### config.mk
export PLATFORM = sky130hd
export DESIGN_NAME = fxm_mul
export DESIGN_NICKNAME = d
export VERILOG_FILES = /design/src/rtl/fxm_pkg.sv /design/src/rtl/fxm_wide_path.sv /design/src/rtl/fxm_q15_path.sv /design/src/rtl/fxm_out_stage.sv /design/src/rtl/fxm_mul.sv
export SDC_FILE = /design/constraint.sdc
export NUM_CORES = 2
export LEC_CHECK = 0
export ABC_AREA = 1
export CAP_MARGIN = 10
export CORE_MARGIN = 3
export CORE_UTILIZATION = 70
export CTS_CLUSTER_SIZE = 12
export DETAILED_ROUTE_END_ITERATION = 16
export DONT_BUFFER_PORTS = 1
export GPL_ROUTABILITY_DRIVEN = 0
export PLACE_DENSITY = 0.94
export SYNTH_ARGS = -nofsm -noshare
export SYNTH_HDL_FRONTEND = slang
export SYNTH_SLANG_ARGS = --single-unit
### constraint.sdc
create_clock -name clk -period 2.6 [get_ports clk]
set_clock_uncertainty 0.1 [all_clocks]
set_input_delay 0.52 -clock clk [delete_from_list [all_inputs] [get_ports clk]]
set_output_delay 0.52 -clock clk [all_outputs]
set_load 0.1 [all_outputs]
### src/rtl/fxm_pkg.sv
package fxm_pkg;

  typedef enum logic {
    FXM_WIDE = 1'b0,
    FXM_Q15  = 1'b1
  } fxm_mode_e;

  // Q15 product, rounded half-up and scaled down by 15 (full 33-bit view).
  function automatic logic signed [32:0] fxm_q15_scaled(input logic signed [15:0] a,
                                                        input logic signed [15:0] b);
    logic signed [31:0] prod;
    logic signed [32:0] biased;
    prod   = a * b;
    biased = 33'(prod) + 33'sd16384;
    return biased >>> 15;
  endfunction

endpackage

### src/rtl/fxm_wide_path.sv
module fxm_wide_path #(
  parameter int IN_W     = 32,
  parameter int SHIFT    = 31,
  parameter int SAT_BITS = 32
) (
  input  logic [IN_W-1:0] op_a,
  input  logic [IN_W-1:0] op_b,
  output logic [IN_W-1:0] res,
  output logic            ovf,
  output logic            corner_hit
);
  localparam int PW = 2 * IN_W;
  localparam int RW = PW + 1;
  localparam logic [PW-1:0] CORNER = {2'b01, {(PW-2){1'b0}}};
  localparam logic signed [RW-1:0] SAT_MAX = {{(RW-SAT_BITS+1){1'b0}}, {(SAT_BITS-1){1'b1}}};
  localparam logic signed [RW-1:0] SAT_MIN = {{(RW-SAT_BITS+1){1'b1}}, {(SAT_BITS-1){1'b0}}};

  logic signed [PW-1:0] a_ext, b_ext, prod, prod_adj, shifted;
  logic                 rnd_bit;
  logic signed [RW-1:0] rounded;
  logic                 over_hi, over_lo;

  // Exact double-width product from sign-extended operands.
  assign a_ext = PW'($signed(op_a));
  assign b_ext = PW'($signed(op_b));
  assign prod  = a_ext * b_ext;

  // Only (-2^(N-1))^2 reaches 2^(2N-2); step it down so the shift stays in range.
  assign corner_hit = (prod == CORNER);
  assign prod_adj   = corner_hit ? (prod - PW'(1)) : prod;

  assign shifted = prod_adj >>> SHIFT;

  generate
    if (SHIFT > 0) begin : g_round
      assign rnd_bit = prod_adj[SHIFT-1];
    end else begin : g_noround
      assign rnd_bit = 1'b0;
    end
  endgenerate

  assign rounded = RW'(shifted) + {{(RW-1){1'b0}}, rnd_bit};

  assign over_hi = (rounded > SAT_MAX);
  assign over_lo = (rounded < SAT_MIN);
  assign ovf     = over_hi | over_lo;

  always_comb begin
    if (over_hi)      res = SAT_MAX[IN_W-1:0];
    else if (over_lo) res = SAT_MIN[IN_W-1:0];
    else              res = rounded[IN_W-1:0];
  end

endmodule

### src/rtl/fxm_q15_path.sv
module fxm_q15_path #(
  parameter int OUT_W = 32
) (
  input  logic [15:0]      op_a,
  input  logic [15:0]      op_b,
  output logic [OUT_W-1:0] res,
  output logic             ovf
);
  import fxm_pkg::*;

  logic signed [32:0] scaled;
  logic signed [15:0] res16;

  assign scaled = fxm_q15_scaled($signed(op_a), $signed(op_b));
  assign ovf    = (scaled > 33'sd32767);
  assign res16  = ovf ? 16'sh7FFF : scaled[15:0];
  assign res    = OUT_W'(res16);

endmodule

### src/rtl/fxm_out_stage.sv
module fxm_out_stage #(
  parameter int W = 32
) (
  input  logic         clk,
  input  logic         rst_n,
  input  logic         load,
  input  logic         drain,
  input  logic [W-1:0] d_res,
  input  logic         d_ovf,
  input  logic         d_q15,
  output logic         q_valid,
  output logic [W-1:0] q_res,
  output logic         q_ovf,
  output logic         q_q15
);
  always_ff @(posedge clk or negedge rst_n) begin
    if (!rst_n) begin
      q_valid <= 1'b0;
      q_res   <= '0;
      q_ovf   <= 1'b0;
      q_q15   <= 1'b0;
    end else if (load) begin
      q_valid <= 1'b1;
      q_res   <= d_res;
      q_ovf   <= d_ovf;
      q_q15   <= d_q15;
    end else if (drain) begin
      q_valid <= 1'b0;
    end
  end
endmodule

### src/rtl/fxm_mul.sv
module fxm_mul #(
  parameter int IN_W     = 32,
  parameter int A_FRAC   = 14,
  parameter int B_FRAC   = 29,
  parameter int OUT_FRAC = 12,
  parameter int SAT_BITS = 32
) (
  input  logic            clk,
  input  logic            rst_n,
  input  logic            in_valid,
  output logic            in_ready,
  input  logic            in_q15,
  input  logic [IN_W-1:0] in_a,
  input  logic [IN_W-1:0] in_b,
  output logic            out_valid,
  input  logic            out_ready,
  output logic [IN_W-1:0] out_res,
  output logic            out_ovf
);
  import fxm_pkg::*;

  localparam int SHIFT = A_FRAC + B_FRAC - OUT_FRAC;

  logic            accept;
  logic            corner_hit;
  logic            q15_q;
  fxm_mode_e       mode;
  logic [IN_W-1:0] wide_res, q15_res, sel_res;
  logic            wide_ovf, q15_ovf, sel_ovf;

  assign mode     = fxm_mode_e'(in_q15);
  assign in_ready = !out_valid || out_ready;
  assign accept   = in_valid && in_ready;

  fxm_wide_path #(
    .IN_W(IN_W), .SHIFT(SHIFT), .SAT_BITS(SAT_BITS)
  ) u_wide (
    .op_a(in_a), .op_b(in_b), .res(wide_res), .ovf(wide_ovf), .corner_hit(corner_hit)
  );

  fxm_q15_path #(
    .OUT_W(IN_W)
  ) u_q15 (
    .op_a(in_a[15:0]), .op_b(in_b[15:0]), .res(q15_res), .ovf(q15_ovf)
  );

  always_comb begin
    if (mode == FXM_Q15) begin
      sel_res = q15_res;
      sel_ovf = q15_ovf;
    end else begin
      sel_res = wide_res;
      sel_ovf = wide_ovf;
    end
  end

  fxm_out_stage #(
    .W(IN_W)
  ) u_out (
    .clk(clk), .rst_n(rst_n), .load(accept), .drain(out_ready),
    .d_res(sel_res), .d_ovf(sel_ovf), .d_q15(in_q15),
    .q_valid(out_valid), .q_res(out_res), .q_ovf(out_ovf), .q_q15(q15_q)
  );

endmodule

==> results of run 1 <==
[synthesized netlist by cell type (3+ instances only)]
| master | count |
|---|---|
| buf_2 | 8 |
| inv_2 | 16 |
| dfrtp_1 | 34 |
| nand3b_1 | 7 |
| or2_2 | 36 |
| buf_4 | 4 |
| a21o_1 | 4 |
| nand3_2 | 14 |
| xnor2_1 | 31 |
| clkbuf_1 | 216 |
| buf_6 | 3 |
| nor2_2 | 19 |
| a21oi_1 | 95 |
| fa_1 | 1345 |
| nand3_1 | 144 |
| o21ai_0 | 60 |
| xor2_1 | 46 |
| and3_1 | 4 |
| o21bai_1 | 13 |
| nor3_2 | 5 |
| nor3_1 | 9 |
| clkinv_1 | 7 |
| inv_1 | 2003 |
| nand2_1 | 1720 |
| o21ai_1 | 8 |
| o41ai_1 | 17 |
| nor4_1 | 6 |
| ha_1 | 264 |
| nand4_1 | 35 |
| nand2_2 | 10 |
| and2_1 | 6 |
| nor2_1 | 165 |
[what timing repair did]
action,CTS
resized for setup,221
pin swaps,57
hold endpoints to repair,34
setup endpoints to repair,33
cloned,4
hold buffers,2
buffers inserted,34
[logic make-up after synthesis]
group / after synthesis / synth area share
compound gates: 207 / 0.02323
xor+xnor: 77 / 0.01341
fa+ha+maj: 1609 / 0.6010
buf+inv: 2258 / 0.1694
flops: 34 / 0.01691
simple gates: 2183 / 0.1761
[per-layer routing]
metal  GRT usage  overflow
met5      0.3724         0
met4      0.7290        60
met3      0.6713         4
met2      0.8866        56
met1      0.7269         6
[through the flow]
step	cells	setup WS (ps)	hold slack (ps)	util
global placement	7737	-6351	125.1	0.7909
detailed placement	7737	-6796	125.0	0.7909
CTS	7785	-6148	427.2	0.8115
floorplan	6368	-6814	124.4	-
==> run metrics, run 1 <==
status=aborted with a tool error; stopping stage=global routing; Error=[ERROR GRT-0116] Global routing finished with congestion. Check the congestion regions in the DRC Viewer.; Syn. warnings=0; post-synth top area cell=fa_1; chip height=274.1 um; Placed Area=55870 um2; Die Wd=274.1 um; largest net degree at the start of global routing=35; sequential share of the synthesized area=0.01691; GRT Total Usage=0.7511; FP Rows=97; CTS buffer count=5; total grt overflow=126; post-synth cell types=41; share of synthesized flip-flops with an asynchronous set or reset=1.000; Port Buf Inserts=0; Post-DP HPWL=148000 um; Max clock buf depth=2; Initial Util=0.7121; IO Pins=104; H-tree levels=2; synthesized area=50300 um2; EDFF count, synth=0; post-synth net total=8046; syn avg cell area=7.899 um2; largest cells by area after synthesis=fa_1 54%, inv_1 15%, nand2_1 13%; vias in the first global route=65940; first-pass GRT wire length=406400 um; post-synth top area share=0.5353; clock sink count=34; ys flop type=dfrtp_1; Yosys reg bits=34; root buffer cell=clkbuf_16; Cells after Synth=6368
==> run 2: changes to the inputs <==
--- a/config.mk
+++ b/config.mk
@@ -8,12 +8,11 @@
 export ABC_AREA = 1
 export CAP_MARGIN = 10
 export CORE_MARGIN = 3
-export CORE_UTILIZATION = 70
-export CTS_CLUSTER_SIZE = 12
+export CORE_UTILIZATION = 40
 export DETAILED_ROUTE_END_ITERATION = 16
 export DONT_BUFFER_PORTS = 1
 export GPL_ROUTABILITY_DRIVEN = 0
-export PLACE_DENSITY = 0.94
+export PLACE_DENSITY_LB_ADDON = 0.15
 export SYNTH_ARGS = -nofsm -noshare
 export SYNTH_HDL_FRONTEND = slang
 export SYNTH_SLANG_ARGS = --single-unit
==> run 2 against run 1 <==
Net effect:
- the flow now finishes, with violations (setup timing)
- synthesized area is the same
- synthesized cell count is the same
==> run metrics, run 2 <==
status=finished, violations left; violated checks=setup timing; Arr. time, crit path=8820 ps; PnR worst setup slack=-6158 ps; Layout Nets=8609; Post-Route Utilization=0.4812; combinational family with the most area after synthesis=adder cells; fraction of layout cells with a size suffix above 1=0.1810; Filler cells=12290; vias after detailed routing=41020; max FFs per register=32; commonest non-fill, non-tap cell in the layout=inv_1; Crit Path Class=input port to register; root buffer cell=clkbuf_16; Max clock buf depth=2; DR iter-0 viols=2390; final setup fails=33; CTS buffer count=5; Cells after Synth=6368; DP Worst Slack=-6771 ps; Max-Cap Viols=0; crit path capture type=register; HP Class=register to register; Reg2Reg Capture Point=u_out.q_res[19]; CP max FO=32; mux cell area share after synthesis=0; simple logic cell fraction of the synthesized area=0.1761; most frequent cells in the layout=1973 x inv_1, 1612 x nand2_1, 1319 x fa_1; CP top delay family=adder cells; Pre-Repair DR Iteration Count=5; top cells by count, synth=2003 x inv_1, 1720 x nand2_1, 1345 x fa_1, 264 x ha_1, 216 x clkbuf_1; largest net degree at the start of global routing=41; Hold Crit Depth=2; chip height=360.6 um; Hold EP=u_out.q_res[4]; Post-DP HPWL=130000 um; Die Area=130000 um2; clock sink count=34; clock slew at reported path FFs=50 ps; most numerous cell in the Yosys netlist=inv_1; Top reg by flops=u_out.q_res; Final period util=3.368; Slew headroom=0.3665; Fmax=0.1142 GHz; HP Start=u_out.q_res[4]; post-synth top area share=0.5353; synthesized area=50300 um2; biggest regs=u_out.q_res (32), u_out.q_ovf (1), u_out.q_valid (1); Period minus WS final=8758 ps; worst skew pair latency=280 ps; first-pass GRT wire length=254400 um; total grt overflow=0; Initial Util=0.4047; Yosys reg bits=34; Detailed Route WL=155300 um; fin. max-slew vios=0; Reg2Reg Setup Slack=770 ps; post-synth cell types=41; sequential share of the synthesized area=0.01691; worst reg2reg path depth=9; largest cells by area after synthesis=fa_1 54%, inv_1 15%, nand2_1 13%; EDFF count, synth=0; Worst EP required=2670 ps; share of synthesized flip-flops with an asynchronous set or reset=1.000; Most common cell on crit path=nand2_1; final hold viol count=0; Die Wd=360.6 um; worst path bufs/invs=9; Critical Path Source Type=input port; post-synth top area cell=fa_1; IO Pins=104; initial antenna violation count=1; Port Buf Inserts=0; post-synth net total=8046; ys flop type=dfrtp_1; compound-gate portion of the synthesized area=0.02323; crit path max-delay cell type=fa_1; GRT Total Usage=0.2481; n_diodes=0; Antenna Nets Post-Route=0; launch point of the worst reg-to-reg path=u_out.q_valid; Synth Area in XOR/XNOR=0.01341; CTS tree=yes; slowest stage delay, CP=590 ps; Via density=4.787; Hold Slack=380.9 ps; Post-Synth Adder-Cell Area=0.6010; syn avg cell area=7.899 um2; FP Rows=129; Syn-to-layout area delta=18.89%; Syn. warnings=0; worst-margin pin slew=950.2 ps; drt wl/cell=18.13 um; core area=124300 um2; Post-route DRC=0; RSZ-0062 raised after global routing=yes; vias in the first global route=45350; H-tree levels=2
==> run 2: cell counts after synthesis <==
Identical to the previous run, type by type.
==> run 2: worst max-delay path by stage <==
stage,cells after the start,start,end,slack (ps)
4_1_cts,48,in_b[2],u_out.q_res[0],-5980
6_report,45,in_b[3],u_out.q_res[8],-6160
2_1_floorplan,54,in_b[5],u_out.q_res[22],-6810
3_3_place_gp,45,in_a[14],u_out.q_res[25],-6760
3_5_place_dp,45,in_b[7],u_out.q_res[25],-6770
5_1_grt,44,in_b[5],u_out.q_ovf,-6450
==> run 2: metrics by stage <==
stage | area, um2 | TNS (ps) | std cells
after global routing | 59810 | -211010 | 8569
after detailed placement | 57200 | -221110 | 8495
final | 59810 | -201800 | 8569
after CTS | 59060 | -195720 | 8539
after global placement | 57200 | -220440 | 8495
after floorplan | 50610 | -222090 | 6368
==> run 2: timing repair <==
| item | 4_1_cts | 5_1_grt |
|---|---|---|
| endpoints found under the setup margin | 33 | 33 |
| cloned | 5 | 3 |
| gates resized for setup | 328 | 116 |
| pin swaps | 116 | 83 |
| setup buffers | 29 | 27 |
| endpoints found under the hold margin | 34 | 0 |
| hold buffers | 2 | 0 |
==> run 2: final cells by class <==
type,instances,area (um2),share of cell area
clock inverter,3,45.04,0.0007532
multi-input combinational,4080,42900,0.7174
sequential,34,850.8,0.01423
clock buffer,5,125.1,0.002092
inverter,2026,7632,0.1276
tap,1637,2048,0.03425
timing repair buffer,784,6201,0.1037
==> run 2: logic make-up after synthesis <==
logic type,Yosys count
adder cells (fa/ha/maj),1609
AO/OA/AOI/OAI,207
buffers and inverters,2258
AND/OR/NAND/NOR,2183
XOR/XNOR,77
flip-flops,34
==> run 2: tightest hold or removal path, cell delays in order, from the launching register on <==
cell,delay [ps]
dfrtp_1,350
nand2_1,60
nand2_1,50
==> run 2: metal layers <==
| metal | GRT usage | routed length (um) |
|---|---|---|
| met5 | 0 | 0 |
| met4 | 0.03810 | 2997 |
| met3 | 0.02287 | 8444 |
| met2 | 0.4359 | 77520 |
| met1 | 0.3404 | 66370 |
Power of run 2 is not shown: default switching activity piles up to over one toggle a cycle in this logic, so the estimate is an artifact.
